**config.mk**
```make
export PLATFORM = sky130hd
export DESIGN_NAME = flash_cmd_top
export DESIGN_NICKNAME = d
export VERILOG_FILES = /design/src/rtl/flash_cmd_pkg.sv /design/src/rtl/flash_countdown.sv /design/src/rtl/flash_array.sv /design/src/rtl/flash_cmd_top.sv
export SDC_FILE = /design/constraint.sdc
export NUM_CORES = 1
export LEC_CHECK = 0
export BUFFER_PORTS_ARGS = -buffer_cell sky130_fd_sc_hd__clkbuf_2
export CORE_UTILIZATION = 27
export CTS_CLUSTER_DIAMETER = 50
export CTS_CLUSTER_SIZE = 12
export DETAILED_ROUTE_END_ITERATION = 8
export GPL_TIMING_DRIVEN = 1
export PLACE_DENSITY_LB_ADDON = 0.05
export SYNTH_ARGS = -nofsm -noshare
export SYNTH_HDL_FRONTEND = slang
export SYNTH_SLANG_ARGS = --single-unit
export TNS_END_PERCENT = 30
```
**constraint.sdc**
```tcl
create_clock -name clk -period 6.04 [get_ports clk]
set_clock_uncertainty 0.05 [all_clocks]
set_input_delay 1.51 -clock clk [delete_from_list [all_inputs] [get_ports clk]]
set_output_delay 1.51 -clock clk [all_outputs]
set_load 0.01 [all_outputs]
```
**src/rtl/flash_cmd_pkg.sv**
```systemverilog
package flash_cmd_pkg;

    typedef enum logic [3:0] {
        S_IDLE,     // ready, no operation
        S_PSET,     // program setup received
        S_ESET,     // erase setup received
        S_PBUSY,    // program running
        S_EBUSY,    // erase running
        S_SPEND,    // erase running, suspend requested
        S_SUSP,     // erase suspended
        S_SPSET,    // program setup while suspended
        S_SPBUSY    // program running while suspended
    } fsm_e;

    localparam logic [7:0] CMD_READ_ARRAY  = 8'hFF;
    localparam logic [7:0] CMD_READ_STATUS = 8'h70;
    localparam logic [7:0] CMD_CLEAR       = 8'h50;
    localparam logic [7:0] CMD_PROG        = 8'h40;
    localparam logic [7:0] CMD_PROG_ALT    = 8'h10;
    localparam logic [7:0] CMD_ERASE       = 8'h20;
    localparam logic [7:0] CMD_CONFIRM     = 8'hD0;
    localparam logic [7:0] CMD_SUSPEND     = 8'hB0;

    // sticky error masks, bit positions of the status byte
    localparam logic [5:0] ERR_PROG_VPP   = 6'b01_1000; // bits 4,3
    localparam logic [5:0] ERR_PROG_PROT  = 6'b01_0010; // bits 4,1
    localparam logic [5:0] ERR_PROG_BLK   = 6'b01_0000; // bit 4
    localparam logic [5:0] ERR_ERASE_VPP  = 6'b10_1000; // bits 5,3
    localparam logic [5:0] ERR_ERASE_PROT = 6'b10_0010; // bits 5,1

endpackage

```
**src/rtl/flash_countdown.sv**
```systemverilog
module flash_countdown #(
    parameter int CNT_W = 16
) (
    input  logic             clk,
    input  logic             rst_n,
    input  logic             load,
    input  logic [CNT_W-1:0] load_val,
    input  logic             run,
    output logic [CNT_W-1:0] cnt
);

    logic [CNT_W-1:0] cnt_d, cnt_q;

    always_comb begin
        cnt_d = cnt_q;
        if (load)
            cnt_d = load_val;
        else if (run && cnt_q != '0)
            cnt_d = cnt_q - 1'b1;
    end

    always_ff @(posedge clk) begin
        if (!rst_n) cnt_q <= '0;
        else        cnt_q <= cnt_d;
    end

    assign cnt = cnt_q;

endmodule

```
**src/rtl/flash_array.sv**
```systemverilog
module flash_array #(
    parameter int ADDR_W = 6,
    parameter int DATA_W = 8,
    parameter int BLK_W  = 2
) (
    input  logic              clk,
    input  logic              rst_n,
    input  logic [ADDR_W-1:0] rd_addr,
    output logic [DATA_W-1:0] rd_word,
    input  logic              prog_en,
    input  logic [ADDR_W-1:0] prog_addr,
    input  logic [DATA_W-1:0] prog_data,
    input  logic              erase_en,
    input  logic [BLK_W-1:0]  erase_blk
);

    localparam int DEPTH = 1 << ADDR_W;

    logic [DATA_W-1:0] mem_d [DEPTH];
    logic [DATA_W-1:0] mem_q [DEPTH];

    always_comb begin
        for (int i = 0; i < DEPTH; i++) begin
            logic [ADDR_W-1:0] ia;
            ia = ADDR_W'(i);
            mem_d[i] = mem_q[i];
            if (erase_en && ia[ADDR_W-1 -: BLK_W] == erase_blk)
                mem_d[i] = '1;
            if (prog_en && ia == prog_addr)
                mem_d[i] = mem_q[i] & prog_data;
        end
    end

    always_ff @(posedge clk) begin
        for (int i = 0; i < DEPTH; i++) begin
            if (!rst_n) mem_q[i] <= '1;
            else        mem_q[i] <= mem_d[i];
        end
    end

    assign rd_word = mem_q[rd_addr];

    // programmed word must hold a 0 wherever the data asked for one
    logic [ADDR_W-1:0] chk_addr_q;
    logic [DATA_W-1:0] chk_data_q;
    always_ff @(posedge clk) begin
        chk_addr_q <= prog_addr;
        chk_data_q <= prog_data;
    end

    p_and_only_r1: assert property (@(posedge clk) disable iff (!rst_n)
        prog_en && !erase_en |=> (mem_q[chk_addr_q] & ~chk_data_q) == '0);

endmodule

```
**src/rtl/flash_cmd_top.sv**
```systemverilog
module flash_cmd_top
    import flash_cmd_pkg::*;
#(
    parameter int ADDR_W    = 6,
    parameter int DATA_W    = 8,
    parameter int BLK_W     = 2,
    parameter int BOOT_BLK  = 0,
    parameter int CNT_W     = 16,
    parameter int PROG_CYC  = 4,
    parameter int ERASE_CYC = 24,
    parameter int SUSP_LAT  = 3
) (
    input  logic              clk,
    input  logic              rst_n,
    input  logic              wr_en,
    input  logic [ADDR_W-1:0] addr,
    input  logic [DATA_W-1:0] wdata,
    output logic [DATA_W-1:0] rd_data,
    input  logic              vpp_ok,
    input  logic              wp_n,
    input  logic              rp_hv,
    output logic              rdy_o,
    output logic              rdy_oe
);

    localparam logic [BLK_W-1:0] BOOT    = BLK_W'(BOOT_BLK);
    localparam logic [CNT_W-1:0] P_LOAD  = CNT_W'(PROG_CYC);
    localparam logic [CNT_W-1:0] E_LOAD  = CNT_W'(ERASE_CYC);
    localparam logic [CNT_W-1:0] L_LOAD  = CNT_W'(SUSP_LAT);

    typedef struct packed {
        fsm_e              st;
        logic              sts_mode;  // 1: reads return status
        logic [5:0]        err;       // sticky status bits 5..0
        logic [ADDR_W-1:0] paddr;
        logic [DATA_W-1:0] pdata;
        logic [5:0]        pmask;     // error to post when program ends
        logic [BLK_W-1:0]  eblk;
        logic [5:0]        emask;     // error to post when erase ends
        logic              res_pend;  // resume seen during suspend program
    } ctl_t;

    ctl_t r_q, r_d;

    logic [7:0]        cmd;
    logic [BLK_W-1:0]  wr_blk;
    logic              prot_hit;
    logic              prog_load, erase_load, lat_load;
    logic              prog_run, erase_run, lat_run;
    logic [CNT_W-1:0]  prog_cnt, erase_cnt, lat_cnt;
    logic              prog_zero, erase_zero, lat_zero;
    logic              arr_prog, arr_erase;
    logic [DATA_W-1:0] arr_word;
    logic              ready, susp;
    logic [7:0]        sts;

    assign cmd      = wdata[7:0];
    assign wr_blk   = addr[ADDR_W-1 -: BLK_W];
    assign prot_hit = (wr_blk == BOOT) && !wp_n && !rp_hv;

    assign prog_run  = (r_q.st == S_PBUSY) || (r_q.st == S_SPBUSY);
    assign erase_run = (r_q.st == S_EBUSY) || (r_q.st == S_SPEND);
    assign lat_run   = (r_q.st == S_SPEND);

    assign prog_zero  = (prog_cnt == '0);
    assign erase_zero = (erase_cnt == '0);
    assign lat_zero   = (lat_cnt == '0);

    function automatic logic [5:0] prog_fail(input logic vpp, input logic prot);
        if (!vpp)     return ERR_PROG_VPP;
        else if (prot) return ERR_PROG_PROT;
        else           return 6'b0;
    endfunction

    function automatic logic [5:0] erase_fail(input logic vpp, input logic prot);
        if (!vpp)     return ERR_ERASE_VPP;
        else if (prot) return ERR_ERASE_PROT;
        else           return 6'b0;
    endfunction

    always_comb begin
        r_d        = r_q;
        prog_load  = 1'b0;
        erase_load = 1'b0;
        lat_load   = 1'b0;
        unique case (r_q.st)
            S_IDLE: if (wr_en) begin
                case (cmd)
                    CMD_READ_ARRAY:        r_d.sts_mode = 1'b0;
                    CMD_READ_STATUS:       r_d.sts_mode = 1'b1;
                    CMD_CLEAR:             r_d.err      = '0;
                    CMD_PROG, CMD_PROG_ALT: r_d.st      = S_PSET;
                    CMD_ERASE:             r_d.st       = S_ESET;
                    default: ;
                endcase
            end
            S_PSET: if (wr_en) begin
                r_d.paddr    = addr;
                r_d.pdata    = wdata;
                r_d.pmask    = prog_fail(vpp_ok, prot_hit);
                r_d.sts_mode = 1'b1;
                r_d.st       = S_PBUSY;
                prog_load    = 1'b1;
            end
            S_ESET: if (wr_en) begin
                if (cmd == CMD_CONFIRM) begin
                    r_d.eblk     = wr_blk;
                    r_d.emask    = erase_fail(vpp_ok, prot_hit);
                    r_d.sts_mode = 1'b1;
                    r_d.st       = S_EBUSY;
                    erase_load   = 1'b1;
                end else begin
                    r_d.st = S_IDLE;
                end
            end
            S_PBUSY: if (prog_zero) begin
                r_d.err = r_q.err | r_q.pmask;
                r_d.st  = S_IDLE;
            end
            S_EBUSY: begin
                if (erase_zero) begin
                    r_d.err = r_q.err | r_q.emask;
                    r_d.st  = S_IDLE;
                end else if (wr_en && cmd == CMD_SUSPEND) begin
                    r_d.sts_mode = 1'b1;
                    r_d.st       = S_SPEND;
                    lat_load     = 1'b1;
                end
            end
            S_SPEND: begin
                if (erase_zero) begin
                    r_d.err = r_q.err | r_q.emask;
                    r_d.st  = S_IDLE;
                end else if (lat_zero) begin
                    r_d.st = S_SUSP;
                end
            end
            S_SUSP: if (wr_en) begin
                case (cmd)
                    CMD_READ_ARRAY:         r_d.sts_mode = 1'b0;
                    CMD_READ_STATUS:        r_d.sts_mode = 1'b1;
                    CMD_PROG, CMD_PROG_ALT: r_d.st       = S_SPSET;
                    CMD_CONFIRM: begin
                        r_d.sts_mode = 1'b1;
                        r_d.st       = S_EBUSY;
                    end
                    default: ;
                endcase
            end
            S_SPSET: if (wr_en) begin
                r_d.paddr    = addr;
                r_d.pdata    = wdata;
                r_d.pmask    = prog_fail(vpp_ok, prot_hit) |
                               ((wr_blk == r_q.eblk) ? ERR_PROG_BLK : 6'b0);
                r_d.sts_mode = 1'b1;
                r_d.res_pend = 1'b0;
                r_d.st       = S_SPBUSY;
                prog_load    = 1'b1;
            end
            S_SPBUSY: begin
                r_d.res_pend = r_q.res_pend || (wr_en && cmd == CMD_CONFIRM);
                if (prog_zero) begin
                    r_d.err      = r_q.err | r_q.pmask;
                    r_d.st       = r_d.res_pend ? S_EBUSY : S_SUSP;
                    r_d.res_pend = 1'b0;
                end
            end
            default: r_d.st = S_IDLE;
        endcase
    end

    always_ff @(posedge clk) begin
        if (!rst_n) begin
            r_q <= '{st: S_IDLE, sts_mode: 1'b0, err: '0, paddr: '0, pdata: '0,
                     pmask: '0, eblk: '0, emask: '0, res_pend: 1'b0};
        end else begin
            r_q <= r_d;
        end
    end

    flash_countdown #(.CNT_W(CNT_W)) i_prog_tmr (
        .clk(clk), .rst_n(rst_n), .load(prog_load), .load_val(P_LOAD),
        .run(prog_run), .cnt(prog_cnt));

    flash_countdown #(.CNT_W(CNT_W)) i_erase_tmr (
        .clk(clk), .rst_n(rst_n), .load(erase_load), .load_val(E_LOAD),
        .run(erase_run), .cnt(erase_cnt));

    flash_countdown #(.CNT_W(CNT_W)) i_lat_tmr (
        .clk(clk), .rst_n(rst_n), .load(lat_load), .load_val(L_LOAD),
        .run(lat_run), .cnt(lat_cnt));

    assign arr_prog  = prog_run && prog_zero && (r_q.pmask == '0);
    assign arr_erase = erase_run && erase_zero && (r_q.emask == '0);

    flash_array #(.ADDR_W(ADDR_W), .DATA_W(DATA_W), .BLK_W(BLK_W)) i_array (
        .clk(clk), .rst_n(rst_n), .rd_addr(addr), .rd_word(arr_word),
        .prog_en(arr_prog), .prog_addr(r_q.paddr), .prog_data(r_q.pdata),
        .erase_en(arr_erase), .erase_blk(r_q.eblk));

    assign ready = (r_q.st == S_IDLE) || (r_q.st == S_PSET) || (r_q.st == S_ESET) ||
                   (r_q.st == S_SUSP) || (r_q.st == S_SPSET);
    assign susp  = (r_q.st == S_SUSP) || (r_q.st == S_SPSET) || (r_q.st == S_SPBUSY);
    assign sts   = {ready, susp, r_q.err};

    assign rd_data = r_q.sts_mode ? DATA_W'(sts) : arr_word;
    assign rdy_o   = ready;
    assign rdy_oe  = !((r_q.st == S_SUSP) || (r_q.st == S_SPSET));

    p_busy_drives_low_r3: assert property (@(posedge clk) disable iff (!rst_n)
        !sts[7] |-> (rdy_oe && !rdy_o));

    p_lock_no_commit_r5: assert property (@(posedge clk) disable iff (!rst_n)
        (r_q.st == S_PSET && wr_en && !vpp_ok) |=> ##[0:0] (r_q.pmask[3] && r_q.pmask[4]));

    p_susp_entry_r8: assert property (@(posedge clk) disable iff (!rst_n)
        (r_q.st == S_SPEND && !erase_zero && lat_zero) |=> (r_q.st == S_SUSP && !rdy_oe));

    p_erase_frozen_r11: assert property (@(posedge clk) disable iff (!rst_n)
        (r_q.st == S_SUSP || r_q.st == S_SPSET || r_q.st == S_SPBUSY) |=> $stable(erase_cnt));

    p_resume_held_r12: assert property (@(posedge clk) disable iff (!rst_n)
        (r_q.st == S_SPBUSY && !prog_zero) |=> (r_q.st != S_EBUSY));

    p_race_done_r14: assert property (@(posedge clk) disable iff (!rst_n)
        (r_q.st == S_SPEND && erase_zero) |=> (r_q.st == S_IDLE));

endmodule

```
==> summary.md <==
| Metric | Value |
|---|---|
| Root cell of the clock tree | `clkbuf_16` |
| Residual DRC count | `0` |
| Fillers | `9144` |
| Critical Setup Path Class | `primary input to output pin` |
| Slew @ Worst Pin | `1129 ps` |
| Final #Nets | `2667` |
| Pleak | `9.745 nW` |
| Post-Layout Cell Count | `3901` |
| Peak Freq | `176.6 MHz` |
| GP Congestion | `0.7588` |
| Critical path arrival | `4100 ps` |
| 1st-iter DRT viols | `1389` |
| Worst-path maximum fanout | `48` |
| Port bufs | `29` |
| Worst vdd ir | `0.0002106 V` |
| Netlist cell types | `69` |
| Initial antenna violation count | `3` |
| Worst R2R End | `i_array.mem_q[51][5]` |
| Total CTS buffers | `96` |
| Clock sink count | `592` |
| CP endpoint kind | `output pin` |
| M1 WL | `42830 um` |
| Starting Density | `0.2721` |
| DP Wirelength | `54580 um` |
| Fin util | `0.3276` |
| Met3 Wirelength | `3832 um` |
| Period utilization | `0.9374` |
| RSZ-0062 raised after global routing | `false` |
| Dominant synthesized flop cell | `dfxtp_1` |
| Avg Inst Size Synth | `9.217 um^2` |
| Setup crit end | `rd_data[4]` |
| Total Wirelength | `88090 um` |
| Cells after DPL | `3720` |
| Antenna Nets Post-Route | `0` |
| Die height | `302.9 um` |
| Max_cap viols | `0` |
| H-tree depth | `3` |
| Worst slew margin | `0.2448` |
| Remaining global-route overflow | `0` |
| CTS clock-pin slew for the worst setup and hold paths | `50 ps` |
| # rows | `110` |
| Top-count cell post-synth | `dfxtp_1` |
| Critical path startpoint category | `primary input` |
| Type of the most critical hold path | `flop to flop` |
| Max layer used | `met4` |
| Area share of the largest cell type after synthesis | `0.4847` |
| Commonest cells in the netlist | `dfxtp_1, nand2_1, o21ai_0, clkbuf_1, mux4_2` |
| Synthesis-stage register bit count | `592` |
| Post-CTS Setup Repair Bufs | `0` |
| Vias in the first global route | `19530` |
| Pins Over Slew Limit | `0` |
| TritonCTS clock tree | `yes` |
| 1st-pass router iterations | `5` |
| Net count after synthesis | `2678` |
| Cell taking the most area after synthesis | `dfxtp_1` |
| Largest net degree at the start of global routing | `129` |
| Worst Setup SP | `addr[1]` |
| DR vias | `19610` |
| Reg2Reg Depth | `7` |
| Clk_lat worst skew | `650 ps` |
| Minimum clock period | `5662 ps` |
| Syn Inst Count | `2653` |
| Placeable Area | `0.08987 mm^2` |
| Area growth syn-to-layout | `20.41%` |
| Final hold vios | `0` |
| IO Count | `30` |
| Setup violators final | `0` |
| Die span in x | `302.9 um` |
| WP data required | `4480 ps` |
| Share of layout cells above drive strength 1 | `0.1682` |
| Reg2reg setup slack | `2150 ps` |
| Seq/Total Area, Yosys | `0.4847` |
| Dominant cells by area after synthesis | `dfxtp_1, mux4_2, o21ai_0` |
| First-pass GRT wire length | `132900 um` |
| Post-synth EDFFs | `0` |
| Die area | `0.09178 mm^2` |
| Status | `completed` |
| Pwr Density | `339.1 mW/mm^2` |
| Reg-to-reg critical path startpoint | `r_q[39]` |
| Met2 WL | `39950 um` |
| Synthesized cell area | `0.02445 mm^2` |
| Total Routing Usage GR | `0.1943` |
| Final Power | `9.984 mW` |
| Mean routed wirelength per cell | `22.58 um` |
| Synthesis warning total | `0` |
| Vias/cell | `5.027` |
| Ys async rst share | `0` |
| Maximum root-to-sink buffer count | `3` |
-- how the worst min path moves through the flow --
stage                    startpoint                    to  slack (ps)  cells after the start
3_3_place_gp   i_array.mem_q[37][2]  i_array.mem_q[37][2]         390                      2
2_1_floorplan  i_array.mem_q[45][7]  i_array.mem_q[45][7]         380                      2
6_report        i_array.mem_q[3][6]   i_array.mem_q[3][6]         410                      2
4_1_cts        i_array.mem_q[59][3]  i_array.mem_q[59][3]         410                      2
5_1_grt         i_array.mem_q[8][2]   i_array.mem_q[8][2]         420                      2
3_5_place_dp   i_array.mem_q[31][1]  i_array.mem_q[31][1]         400                      2
-- metal layers --
layer,track usage,vias to the layer above
met5,0,-
met4,0.04487,0
met3,0.03058,102
met2,0.3091,439
met1,0.2749,9743
li1,-,9327
-- timing repair --
item / 4_1_cts / 5_1_grt
resized for setup: 1 / 1
setup endpoints to repair: 1 / 1
hold buffers: 0 / 0
-- through the flow --
stage	setup WS (ps)	hold slack [ps]	setup TNS, ps	area [um^2]
after global placement	-225.0	394.7	-225.0	26040
after global routing	195.9	415.2	0	29440
after floorplan	980.7	377.6	0	24450
after detailed placement	-206.8	398.7	-206.8	26040
final	378.4	409.0	0	29440
after CTS	50.67	408.4	0	29430
-- critical path: stages --
cell,delay [ps]
buf_6,480
buf_4,470
mux4_2,370
mux4_2,470
mux2_2,290
nand2_1,70
a21oi_1,160
clkbuf_2,200
-- kinds of logic (layout without fill, tap and decap cells) --
family	after synthesis	after routing	synth area share
buffers and inverters	220	290	0.03658
XOR/XNOR	46	46	0.01648
adder cells (fa/ha/maj)	5	5	0.002558
AO/OA/AOI/OAI	646	646	0.1401
other	0	2	0
AND/OR/NAND/NOR	975	975	0.1837
flip-flops	592	592	0.4847
multiplexers	169	169	0.1359
-- sequential cells by signal, indices dropped and copies added, names as in the netlist --
name and count:
i_array.mem_q 512, i_erase_tmr.cnt 16, i_prog_tmr.cnt 16, i_lat_tmr.cnt 16
r_q 32
-- layout make-up --
cell class	count	area, um^2	area share
diodes	2	5.005	0.0001700
clock buffers	120	2664	0.09047
clock inverters	59	726.9	0.02469
inverters	16	60.06	0.002040
multi-input cells	1841	11860	0.4028
flip-flops and latches	592	11850	0.4025
well taps	1176	1471	0.04997
repair buffers	95	805.8	0.02737
-- power breakdown --
part	internal, mW	leakage, nW	switching [mW]
sequential	3.91	4.79	0.00149
clock	3.63	1.62	2.12
combinational	0.0998	3.33	0.223
-- layout by cell type, fill, tap and decap left out, drive strengths merged, types with 5 or more instances in the layout --
cell        n
nor4       19
nand3      21
or3        73
nor2b      27
or2        11
clkinvlp   15
buf        67
a211oi     14
inv        29
nor2       92
xor2       27
nand4b      5
mux2i      26
mux4      129
o211ai      6
or4        11
bufinv     11
mux2       14
clkinv     20
nand4       7
o22ai       7
xnor2      19
clkbuf    148
nor3       27
a2111oi    12
a21oi      44
o21ai     531
nand3b     10
ha          5
nand2     585
a31oi       5
dfxtp     592
nand2b     69
a22oi       9
(Power assumes the default switching activity.)
